### src/rtl/led_drv_pkg.sv
package led_drv_pkg;

    localparam int LED_PINS  = 3;
    localparam int PIN_LINK  = 0;
    localparam int PIN_SPEED = 1;
    localparam int PIN_AUX   = 2;

    typedef enum logic [1:0] {
        LEDM_LINK_ACT  = 2'd1,
        LEDM_BLINK_COL = 2'd2,
        LEDM_PROG      = 2'd3
    } led_mode_e;

    typedef enum logic {
        STR_IDLE,
        STR_HOLD
    } str_state_e;

    typedef enum logic [1:0] {
        BLK_STEADY,
        BLK_DARK,
        BLK_LIT
    } blk_state_e;

endpackage

### src/rtl/led_tick_gen.sv
module led_tick_gen #(
    parameter int PRESCALE = 25000
) (
    input  logic clk,
    input  logic rst_n,
    output logic tick
);
    localparam int CW = (PRESCALE > 1) ? $clog2(PRESCALE) : 1;
    localparam logic [CW-1:0] LAST = CW'(PRESCALE - 1);

    logic [CW-1:0] cnt_q;

    assign tick = (cnt_q == LAST);

    always_ff @(posedge clk or negedge rst_n) begin
        if (!rst_n) begin
            cnt_q <= '0;
        end else if (tick) begin
            cnt_q <= '0;
        end else begin
            cnt_q <= cnt_q + 1'b1;
        end
    end

    generate
        if (PRESCALE > 1) begin : g_spacing_chk
            AST_TICK_SPACED: assert property (@(posedge clk) disable iff (!rst_n)
                tick |=> !tick);
        end
    endgenerate

endmodule

### src/rtl/led_stretch.sv
module led_stretch
    import led_drv_pkg::*;
#(
    parameter int HOLD_TICKS = 50
) (
    input  logic clk,
    input  logic rst_n,
    input  logic tick,
    input  logic evt,
    output logic shown
);
    localparam int CW = (HOLD_TICKS > 1) ? $clog2(HOLD_TICKS) : 1;
    localparam logic [CW-1:0] LAST = CW'(HOLD_TICKS - 1);

    str_state_e state_q, state_d;
    logic [CW-1:0] cnt_q, cnt_d;

    // state register
    always_ff @(posedge clk or negedge rst_n) begin
        if (!rst_n) begin
            state_q <= STR_IDLE;
            cnt_q   <= '0;
        end else begin
            state_q <= state_d;
            cnt_q   <= cnt_d;
        end
    end

    // next state
    always_comb begin
        state_d = state_q;
        cnt_d   = cnt_q;
        unique case (state_q)
            STR_IDLE: begin
                if (evt) begin
                    state_d = STR_HOLD;
                    cnt_d   = '0;
                end
            end
            STR_HOLD: begin
                if (evt) begin
                    cnt_d = '0;
                end else if (tick) begin
                    if (cnt_q == LAST) begin
                        state_d = STR_IDLE;
                        cnt_d   = '0;
                    end else begin
                        cnt_d = cnt_q + 1'b1;
                    end
                end
            end
            default: begin
                state_d = STR_IDLE;
                cnt_d   = '0;
            end
        endcase
    end

    // outputs
    always_comb begin
        unique case (state_q)
            STR_HOLD: shown = 1'b1;
            default:  shown = 1'b0;
        endcase
    end

    AST_EVT_SHOWN: assert property (@(posedge clk) disable iff (!rst_n)
        evt |=> shown);
    AST_HOLD_RELEASE: assert property (@(posedge clk) disable iff (!rst_n)
        $fell(shown) |-> ($past(tick) && !$past(evt)));

endmodule

### src/rtl/led_blink.sv
module led_blink
    import led_drv_pkg::*;
#(
    parameter int HALF_TICKS = 50
) (
    input  logic clk,
    input  logic rst_n,
    input  logic tick,
    input  logic act,
    output logic lit
);
    localparam int CW = (HALF_TICKS > 1) ? $clog2(HALF_TICKS) : 1;
    localparam logic [CW-1:0] LAST = CW'(HALF_TICKS - 1);

    blk_state_e state_q, state_d;
    logic [CW-1:0] cnt_q, cnt_d;
    logic phase_end;

    assign phase_end = tick && (cnt_q == LAST);

    // state register
    always_ff @(posedge clk or negedge rst_n) begin
        if (!rst_n) begin
            state_q <= BLK_STEADY;
            cnt_q   <= '0;
        end else begin
            state_q <= state_d;
            cnt_q   <= cnt_d;
        end
    end

    // next state
    always_comb begin
        state_d = state_q;
        cnt_d   = cnt_q;
        unique case (state_q)
            BLK_STEADY: begin
                if (act) begin
                    state_d = BLK_DARK;
                    cnt_d   = '0;
                end
            end
            BLK_DARK: begin
                if (phase_end) begin
                    state_d = act ? BLK_LIT : BLK_STEADY;
                    cnt_d   = '0;
                end else if (tick) begin
                    cnt_d = cnt_q + 1'b1;
                end
            end
            BLK_LIT: begin
                if (phase_end) begin
                    state_d = act ? BLK_DARK : BLK_STEADY;
                    cnt_d   = '0;
                end else if (tick) begin
                    cnt_d = cnt_q + 1'b1;
                end
            end
            default: begin
                state_d = BLK_STEADY;
                cnt_d   = '0;
            end
        endcase
    end

    // outputs
    always_comb begin
        unique case (state_q)
            BLK_DARK: lit = 1'b0;
            default:  lit = 1'b1;
        endcase
    end

    AST_DARK_NEEDS_ACT: assert property (@(posedge clk) disable iff (!rst_n)
        $rose(state_q == BLK_DARK) |-> $past(act));
    AST_IDLE_STAYS_LIT: assert property (@(posedge clk) disable iff (!rst_n)
        (!act && lit && state_q == BLK_STEADY) |=> lit);

endmodule

### src/rtl/phy_led_driver.sv
module phy_led_driver
    import led_drv_pkg::*;
#(
    parameter int PRESCALE         = 25000,
    parameter int STRETCH_TICKS    = 50,
    parameter int BLINK_HALF_TICKS = 50
) (
    input  logic                clk,
    input  logic                rst_n,
    input  logic                link_up,
    input  logic                speed_100,
    input  logic                tx_active,
    input  logic                rx_active,
    input  logic                collision,
    input  logic                full_duplex,
    input  logic                strap_mode_sel,
    input  logic [LED_PINS-1:0] strap_pin_lvl,
    input  logic                cfg_mode3,
    input  logic                cfg_aux_duplex,
    output logic [LED_PINS-1:0] led_pin
);
    localparam int NUM_EVT = 2;
    localparam int EVT_ACT = 0;
    localparam int EVT_COL = 1;

    logic                tick;
    logic [NUM_EVT-1:0]  evt_raw;
    logic [NUM_EVT-1:0]  evt_shown;
    logic                blink_lit;
    logic [LED_PINS-1:0] strap_lvl_q;
    logic                strap_mode_q;
    led_mode_e           mode;
    logic [LED_PINS-1:0] lit_vec;

    // straps follow their inputs during reset and freeze at release
    always_ff @(posedge clk) begin
        if (!rst_n) begin
            strap_lvl_q  <= strap_pin_lvl;
            strap_mode_q <= strap_mode_sel;
        end
    end

    led_tick_gen #(.PRESCALE(PRESCALE)) u_tick (
        .clk   (clk),
        .rst_n (rst_n),
        .tick  (tick)
    );

    assign evt_raw[EVT_ACT] = tx_active | rx_active;
    assign evt_raw[EVT_COL] = collision;

    generate
        for (genvar e = 0; e < NUM_EVT; e++) begin : g_stretch
            led_stretch #(.HOLD_TICKS(STRETCH_TICKS)) u_str (
                .clk   (clk),
                .rst_n (rst_n),
                .tick  (tick),
                .evt   (evt_raw[e]),
                .shown (evt_shown[e])
            );
        end
    endgenerate

    led_blink #(.HALF_TICKS(BLINK_HALF_TICKS)) u_blink (
        .clk   (clk),
        .rst_n (rst_n),
        .tick  (tick),
        .act   (evt_shown[EVT_ACT]),
        .lit   (blink_lit)
    );

    always_comb begin
        if (cfg_mode3)         mode = LEDM_PROG;
        else if (strap_mode_q) mode = LEDM_BLINK_COL;
        else                   mode = LEDM_LINK_ACT;
    end

    always_comb begin
        lit_vec[PIN_SPEED] = speed_100;
        unique case (mode)
            LEDM_LINK_ACT: begin
                lit_vec[PIN_LINK] = link_up;
                lit_vec[PIN_AUX]  = evt_shown[EVT_ACT];
            end
            LEDM_BLINK_COL: begin
                lit_vec[PIN_LINK] = link_up & blink_lit;
                lit_vec[PIN_AUX]  = evt_shown[EVT_COL];
            end
            LEDM_PROG: begin
                lit_vec[PIN_LINK] = link_up & blink_lit;
                lit_vec[PIN_AUX]  = cfg_aux_duplex ? full_duplex : evt_shown[EVT_COL];
            end
            default: begin
                lit_vec[PIN_LINK] = 1'b0;
                lit_vec[PIN_AUX]  = 1'b0;
            end
        endcase
    end

    always_ff @(posedge clk or negedge rst_n) begin
        if (!rst_n) begin
            led_pin <= '0;
        end else begin
            led_pin <= lit_vec ^ strap_lvl_q;
        end
    end

    AST_STRAP_HELD: assert property (@(posedge clk) disable iff (!rst_n)
        $stable(strap_lvl_q) && $stable(strap_mode_q));
    AST_SPEED_FOLLOWS: assert property (@(posedge clk) disable iff (!rst_n)
        1'b1 |=> (led_pin[PIN_SPEED] == ($past(speed_100) ^ strap_lvl_q[PIN_SPEED])));
    AST_MODE1_LINK: assert property (@(posedge clk) disable iff (!rst_n)
        (mode == LEDM_LINK_ACT) |=> (led_pin[PIN_LINK] == ($past(link_up) ^ strap_lvl_q[PIN_LINK])));
    AST_DUPLEX_SHOWN: assert property (@(posedge clk) disable iff (!rst_n)
        (cfg_mode3 && cfg_aux_duplex) |=> (led_pin[PIN_AUX] == ($past(full_duplex) ^ strap_lvl_q[PIN_AUX])));

endmodule

### config.mk
export PLATFORM = sky130hd
export DESIGN_NAME = phy_led_driver
export DESIGN_NICKNAME = d
export VERILOG_FILES = /design/src/rtl/led_drv_pkg.sv /design/src/rtl/led_tick_gen.sv /design/src/rtl/led_stretch.sv /design/src/rtl/led_blink.sv /design/src/rtl/phy_led_driver.sv
export SDC_FILE = /design/constraint.sdc
export NUM_CORES = 1
export LEC_CHECK = 0
export BUFFER_PORTS_ARGS = -buffer_cell sky130_fd_sc_hd__buf_4
export CAP_MARGIN = 15
export CORE_MARGIN = 5
export CORE_UTILIZATION = 59
export CTS_CLUSTER_SIZE = 30
export DETAILED_ROUTE_END_ITERATION = 16
export PLACE_DENSITY = 0.78
export SLEW_MARGIN = 20
export SYNTH_ARGS = -nofsm -noshare
export SYNTH_HDL_FRONTEND = slang
export SYNTH_SLANG_ARGS = --single-unit
### constraint.sdc
create_clock -name clk -period 2.2 [get_ports clk]
set_input_delay 0.11 -clock clk [delete_from_list [all_inputs] [get_ports clk]]
set_output_delay 0.11 -clock clk [all_outputs]
set_load 0.005 [all_outputs]
[Word-level counts from Yosys, hierarchy flattened]
Index checks and enable logic that the tools add are counted.
Word-level totals
  register bits after elaboration: 44
  output and inout port bits: 3
  logic and storage cells: 83
Cells by class
  add/sub/neg operators: 4
  equality and inequality tests: 17
  multiplexer cells: 39
  bitwise logic cells: 5
  reduce and logical (&&, ||, !) cells: 8
Operator list (count)
  6-bit 2-to-1 mux: 11
  6-bit one-hot mux with 2 select lines: 3
  6-bit by 1-bit adder with 6-bit output (second input constant): 3
  6-bit == test (second input constant): 3
  15-bit by 1-bit adder with 15-bit output (second input constant): 1
  15-bit == test (second input constant): 1
  15-bit 2-to-1 mux: 1
  1-bit 2-to-1 mux: 13
  2-bit 2-to-1 mux: 6
  2-bit by 1-bit inequality test with 1-bit output (second input constant): 4
  2-bit == test (second input constant): 3
  3-bit by 1-bit inequality test with 1-bit output (second input constant): 2
  1-bit one-hot mux with 2 select lines: 3
  2-bit one-hot mux with 3 select lines: 1
  2-bit AND reduction: 3
  2-bit by 1-bit == test with 1-bit output (second input constant): 2
  2-bit OR reduction: 2
  3-bit by 2-bit inequality test with 1-bit output (second input constant): 1
  1-bit one-hot mux with 3 select lines: 1
  3-bit AND reduction: 1
  3-bit bitwise XOR: 1
  2-bit zero test: 1
  2-bit inequality test (second input constant): 1
  1-bit NOT: 2
  other kinds (3): 3

[Depth between registers and ports, before layout]
Gate-level depths: netlist (run 1).
  depth in word-level cells: 6
  depth in mapped cells: 8
  depth with buffers taken out: 7

[Hierarchy]
Synthesis (run 1) repeated with hierarchy kept, for this count alone.
Second synthesis, totals
  cell total of the unflattened synthesis: 233
  area total of the unflattened synthesis: 2396.0 µm²
Modules (own cells, without submodules)
  led_stretch: instances 2, cells an instance 43, area each 405.4 µm²
  led_tick_gen: instances 1, cells an instance 75, area each 784.5 µm²
  led_blink: instances 1, cells an instance 55, area each 530.5 µm²
  phy_led_driver: instances 1, cells an instance 17, area each 270.3 µm²

[Worst setup path before layout (run 1)]
OpenSTA, ideal clock, no wires.
  path kind: reg2reg
  start point: register u_tick.cnt_q[0]
  end point: register g_stretch[0].u_str.cnt_q[4]
  setup time: 0.078 ns
  arrival time: 1.579 ns
  data required time: 2.122 ns
  slack: 0.543 ns
  stages on the path, launching flop included: 8
  buffers on the path: 1
  period minus slack after synthesis: 1.657 ns
  cells stage by stage: dfrtp_1 ha_1 and3_1 and4_1 buf_6 nand2_4 or3_1 a21oi_1
Between the ends
  longest elaborated chain between the ends: 3
RTL lines
  from (decl): line led_tick_gen.sv:11  | logic [CW-1:0] cnt_q;
  from (signal assigned): line led_tick_gen.sv:21  | cnt_q <= cnt_q + 1'b1;
  15-bit == test: line led_tick_gen.sv:13  | assign tick = (cnt_q == LAST);
  3-bit by 1-bit inequality test with 1-bit output (no source line)
  2-bit AND reduction (no source line)
  to (signal assigned): line led_stretch.sv:25  | cnt_q <= cnt_d;
  to (decl): line led_stretch.sv:16  | logic [CW-1:0] cnt_q, cnt_d;
No other way between the ends.
A chain may end at the register's enable or synchronous reset.

[Final worst setup path (run 1)]
  start point: register u_tick.cnt_q[3]
  end point: register u_blink.cnt_q[1]
Between the ends
  longest elaborated chain between the ends: 4
  elaborated cells on any way between the ends: 6
RTL lines
  15-bit == test (*): line led_tick_gen.sv:13
  1-bit logical AND: line led_blink.sv:19  | assign phase_end = tick && (cnt_q == LAST);
  6-bit 2-to-1 mux / 3-bit by 1-bit inequality test with 1-bit output (equally long branches)
  6-bit one-hot mux with 2 select lines / 2-bit AND reduction (equally long branches)
  to (signal assigned): line led_blink.sv:28  | cnt_q <= cnt_d;
  to (decl): line led_blink.sv:16  | logic [CW-1:0] cnt_q, cnt_d;
Mark *: on every way between the ends. The rest lies on a longest branch, timed or not.

==> reports/results.ini, run 1 <==
[clocking]
ctsResizeCount=0
clock_latency_ns=0.30
htree_levels=2
cts_tree=done
path_clk_slew_ns=0.09
cts_sinks=44
cts_buffer_depth=2
cts_root_buffer=clkbuf_8
cts_setup_buffers=0
cts_made_buffers=5

[worst_setup_path]
critPathMaxStageDelay_ns=0.45
cp-end-kind=register
r2r-start=u_tick.cnt_q[3]$_DFF_PN0_
crit_chain=nor4b_1, and4_1, buf_4, nor3b_1, nand3b_1, o211ai_1
reg2reg_to=u_blink.cnt_q[1]$_DFFE_PN0P_
required_ns=2.42
worstRegToRegCells=6
arrival_ns=2.18
rrSetupSlack_ns=0.24
cp-startpoint=u_tick.cnt_q[3]$_DFF_PN0_
path_class=reg2reg
worst_setup_path_start_kind=register
slowest_stage=dfrtp_1
cp_max_fo=23

[sta]
clock.fmax_ghz=0.509
fin_ws_ns=0.235
fin_crit_ns=1.96
worstMarginPinSlew_ns=0.501
max_slew_margin_pct=66.6
rsz0062_at_grt=false
setup_viol=0
period_share_pct=89.3
fin_skew_ns=0.00405
final_hold_viol_count=0
finalMaxSlewViolations=0
setup_tns_ns=0

[synth]
syn-instance-count=230
synth-seq-cells=44
yosys.area.top_type_share_pct=44.4
yosys-top-cells-count=dfrtp_1 (40), nand2_1 (25), nor2_1 (21)
synth_most_common_cell=dfrtp_1
syn-num-nets=255
ys.flop_type=dfrtp_1
synth_largest_area_cell=dfrtp_1
syn-cell-area_um2=2250
synth_edf_count=4
synthTopCellsByArea=dfrtp_1 (44%), ha_1 (6.1%), edfxtp_1 (5.3%)
syn_avg_cell_area_um2=9.79
ys_seq_area_share_pct=49.8
async_flop_share_pct=90.9
yosysWarnings=0
yosys.cell_types.count=35

[floorplanning]
io_pins=17
coreArea_um2=3690
die_h_um=71.8
die_w_um=71.8
start_util_pct=61.1
dieArea_um2=5150
rows=22

[finish]
antenna_cells=0
stdcell_area_um2=2610
final_nets=283
syn2layout_area_growth_pct=16.0
layout-drive-gt1-share_pct=12.0
fin_cells=307

[grt]
grt_pass1_vias=1623
grt_antenna_before_repair=0
grt-ovfl-total=0
grt_pass1_wl_mm=7.20
grtUsageTotal_pct=17.6
grt_max_degree=41

[pwr]
leakage_nw=1.12
power_density_nw_per_um2=646
ir_drop_mv=0.423

[routing]
drtPass1Iterations=4
first_iter_violations=97
wl_mm=4.11
via_per_inst=5.61
drc=0
wl_per_cell_um=13.4
ant_nets=0
wl_met2_mm=1.84
met1_length_mm=1.95
vias=1723
met3WireLength_um=259
dr.max_layer_used=met4

[min_path]
hold_end=g_stretch[1].u_str.cnt_q[0]$_DFFE_PN0P_
holdPathStages=2
hold_class=in2reg
worst_hold_startpoint=collision

[run]
cap_violations=0

[placed_design]
hpwl_mm=2.83
place_area_um2=2440
dpl_worst_slack_ns=0.218
dp.cells=293
gp_congestion=0.804
portBuffers=16

[run_status]
status=finished, final reports clean

## layer usage
| layer | up-vias | global-route usage (%) |
|---|---|---|
| met4 | 0 | 6.05 |
| met5 | - | 0 |
| met1 | 813 | 23.3 |
| met3 | 6 | 5.47 |
| met2 | 38 | 27.6 |
| li1 | 866 | - |
## flip-flops by register name, summed over array words and instances, names as in the netlist
name	flops
strap_mode_q	1
strap_lvl_q	3
u_blink.state_q	2
u_blink.cnt_q	6
led_pin	3
g_stretch.u_str.cnt_q	12
u_tick.cnt_q	15
g_stretch.u_str.state_q	2
## worst max-delay path by stage
stage | endpoint | slack (ns) | depth (start not counted)
after floorplan | g_stretch[0].u_str.cnt_q[4]$_DFFE_PN0P_ | 0.54 | 7
final | u_blink.cnt_q[1]$_DFFE_PN0P_ | 0.24 | 6
after global routing | u_blink.cnt_q[0]$_DFFE_PN0P_ | 0.05 | 6
after detailed placement | u_blink.cnt_q[0]$_DFFE_PN0P_ | 0.22 | 6
after CTS | u_blink.cnt_q[0]$_DFFE_PN0P_ | 0.20 | 6
after global placement | g_stretch[0].u_str.cnt_q[5]$_DFFE_PN0P_ | 0.31 | 6
## cells in the final DEF (no fill, tap or decap), types with 9 or more instances in the layout
cell type / instances
o21ai_0: 20
ha_1: 11
nand3_1: 12
nand4_1: 10
dfrtp_1: 40
nor2_1: 21
buf_4: 21
nand2_1: 25
xor2_1: 9
a21oi_1: 11
## final cells by class
type	instances	area, um^2
inverters	8	30.0
multi-input cells	172	1070
repair buffers	27	218
clock inverters	3	46.3
clock buffers	5	68.8
fillers	284	1080
well taps	48	60.1
flip-flops and latches	44	1120
## through the flow
stage | util, % | hold WS (ns) | total power, W
floorplan | - | -0.186 | 0.000984
global placement | 66.1 | 0.231 | 0.00106
detailed placement | 66.1 | 0.237 | 0.00106
CTS | 70.8 | 0.00930 | 0.00171
global route | 70.8 | 0.00441 | 0.00178
finish | 70.8 | 0.0162 | 0.00169
## report_power, final
part           switching [W]  leakage (nW)  internal, W
clock network       0.000293        0.0548     0.000342
logic               0.000105         0.499    0.0000882
registers          0.0000159         0.564     0.000845
total               0.000414          1.12      0.00128
## timing repair
action	CTS	global route
setup endpoints to repair	0	0
endpoints found under the hold margin	45	0
hold buffers	6	0
## cell families after synthesis
| family | after synthesis | share of synthesized area [%] |
|---|---|---|
| buf+inv | 14 | 2.78 |
| simple gates | 103 | 24.3 |
| compound gates | 40 | 9.94 |
| flops | 44 | 49.8 |
| xor+xnor | 17 | 6.61 |
| mux | 1 | 0.444 |
| fa+ha+maj | 11 | 6.11 |
## critical path, delay by kind of cell, from the launching register on
family	cells	cell delay, ns
flip-flops	1	0.45
AND/OR/NAND/NOR	4	1.07
buffers and inverters	1	0.26
AO/OA/AOI/OAI	1	0.11
No activity file was read; power rests on OpenSTA's default activity.
==> run 2, diff against run 1 <==
--- a/config.mk
+++ b/config.mk
@@ -11,7 +11,8 @@
 export CORE_UTILIZATION = 59
 export CTS_CLUSTER_SIZE = 30
 export DETAILED_ROUTE_END_ITERATION = 16
-export PLACE_DENSITY = 0.78
+export PLACE_DENSITY = 0.86
+export SETUP_SLACK_MARGIN = 0.15
 export SLEW_MARGIN = 20
 export SYNTH_ARGS = -nofsm -noshare
 export SYNTH_HDL_FRONTEND = slang
==> reports/results.ini, run 2 (synthesized netlist as in run 1, its figures left out) <==
[run_status]
status=finished, final reports clean

[routing]
wl_met2_mm=2.48
via_per_inst=5.77
drc=0
wl_per_cell_um=15.2
dr.max_layer_used=met4
vias=1767
ant_nets=0
met1_length_mm=1.93
wl_mm=4.65
met3WireLength_um=145
drtPass1Iterations=4
first_iter_violations=105

[clocking]
cts_sinks=44
cts_buffer_depth=2
cts_tree=done
htree_levels=2
clock_latency_ns=0.30
cts_setup_buffers=0
cts_made_buffers=5
cts_root_buffer=clkbuf_8
path_clk_slew_ns=0.09

[grt]
grt_antenna_before_repair=0
grt-ovfl-total=0
grt_pass1_wl_mm=7.97
grtUsageTotal_pct=19.9
grt_max_degree=41
grt_pass1_vias=1761

[sta]
fin_skew_ns=0.0146
clock.fmax_ghz=0.529
period_share_pct=85.9
final_hold_viol_count=0
fin_crit_ns=1.89
worstMarginPinSlew_ns=0.507
setup_viol=0
rsz0062_at_grt=false
max_slew_margin_pct=66.2
finalMaxSlewViolations=0
setup_tns_ns=0

[floorplanning]
rows=22
start_util_pct=61.1
die_h_um=71.8
io_pins=17
dieArea_um2=5150
coreArea_um2=3690
die_w_um=71.8

[pwr]
leakage_nw=1.11
ir_drop_mv=0.325
power_density_nw_per_um2=642
p_total_w=0.00167

[finish]
final_nets=282
regMostFlops=u_tick.cnt_q
layout-drive-gt1-share_pct=11.6
syn2layout_area_growth_pct=15.4
reg.largest.list=u_tick.cnt_q: 15 flops, g_stretch.u_str.cnt_q: 12 flops, u_blink.cnt_q: 6 flops
final_common_cell=dfrtp_1
antenna_cells=0
final_cell_mix=dfrtp_1 (40), nand2_1 (25), nor2_1 (21), o21ai_0 (20), buf_4 (20)
largest_reg_flops=15

[worst_setup_path]
cp-end-kind=register
worst_setup_path_start_kind=register
rrSetupSlack_ns=0.31
arrival_ns=2.12
worstRegToRegCells=5
path_class=reg2reg
required_ns=2.43
r2r-start=u_tick.cnt_q[3]$_DFF_PN0_
reg2reg_to=g_stretch[1].u_str.cnt_q[1]$_DFFE_PN0P_
cp_max_fo=10

[min_path]
holdPathStages=2
worst_hold_startpoint=collision
hold_class=in2reg
hold_end=g_stretch[1].u_str.cnt_q[3]$_DFFE_PN0P_

[placed_design]
portBuffers=16
hpwl_mm=3.07
gp_congestion=0.840

[run]
cap_violations=0

## run 2: layer usage
metal | global-route usage, % | up-vias
met5 | 0 | -
met4 | 7.93 | 0
met3 | 3.79 | 11
met2 | 34.3 | 26
met1 | 24.4 | 870
li1 | - | 860
## run 2: per-stage QoR
stage               std cells  setup slack (ns)  hold WS [ns]  utilization, %  cell area (um^2)
floorplan                 230             0.543        -0.186               -              2250
global placement          292             0.187         0.215            65.9              2430
detailed placement        292             0.171         0.216            65.9              2430
CTS                       306             0.268        0.0166            70.5              2600
global route              306             0.152        0.0272            70.5              2600
finish                    306             0.310        0.0134            70.5              2600
## run 2: worst max path at each step
stage,from,end,slack [ns],cells past startpoint
2_1_floorplan,u_tick.cnt_q[0]$_DFF_PN0_,g_stretch[0].u_str.cnt_q[4]$_DFFE_PN0P_,0.54,7
3_3_place_gp,u_tick.cnt_q[3]$_DFF_PN0_,g_stretch[1].u_str.cnt_q[1]$_DFFE_PN0P_,0.19,5
3_5_place_dp,u_tick.cnt_q[3]$_DFF_PN0_,g_stretch[1].u_str.cnt_q[1]$_DFFE_PN0P_,0.17,5
4_1_cts,u_tick.cnt_q[3]$_DFF_PN0_,g_stretch[1].u_str.cnt_q[1]$_DFFE_PN0P_,0.27,5
5_1_grt,u_tick.cnt_q[3]$_DFF_PN0_,u_blink.cnt_q[2]$_DFFE_PN0P_,0.15,6
6_report,u_tick.cnt_q[3]$_DFF_PN0_,g_stretch[1].u_str.cnt_q[1]$_DFFE_PN0P_,0.31,5
## run 2: cell type report
type	count	area, um^2
Tap cell	48	60.1
Fill cell	278	1090
Sequential cell	44	1120
Inverter	8	30.0
Clock inverter	2	35.0
Timing Repair Buffer	26	210
Clock buffer	6	72.6
Multi-Input combinational cell	172	1070
## run 2: critical path: stages (launching register included)
cell,delay [ns]
dfrtp_1,0.46
nor4b_1,0.36
and4_4,0.36
nand2_1,0.16
or3_1,0.34
a21oi_1,0.14
## run 2: repair_timing
item,CTS,global route
endpoints found under the hold margin,45,0
setup endpoints to repair,1,4
resized for setup,1,1
hold buffers,6,0
cloned,0,0
## run 2: where the power goes
part	internal, W	total [W]	switching, W
sequential	0.000845	0.000863	0.0000176
combinational	0.0000880	0.000197	0.000109
clock	0.000337	0.000610	0.000273
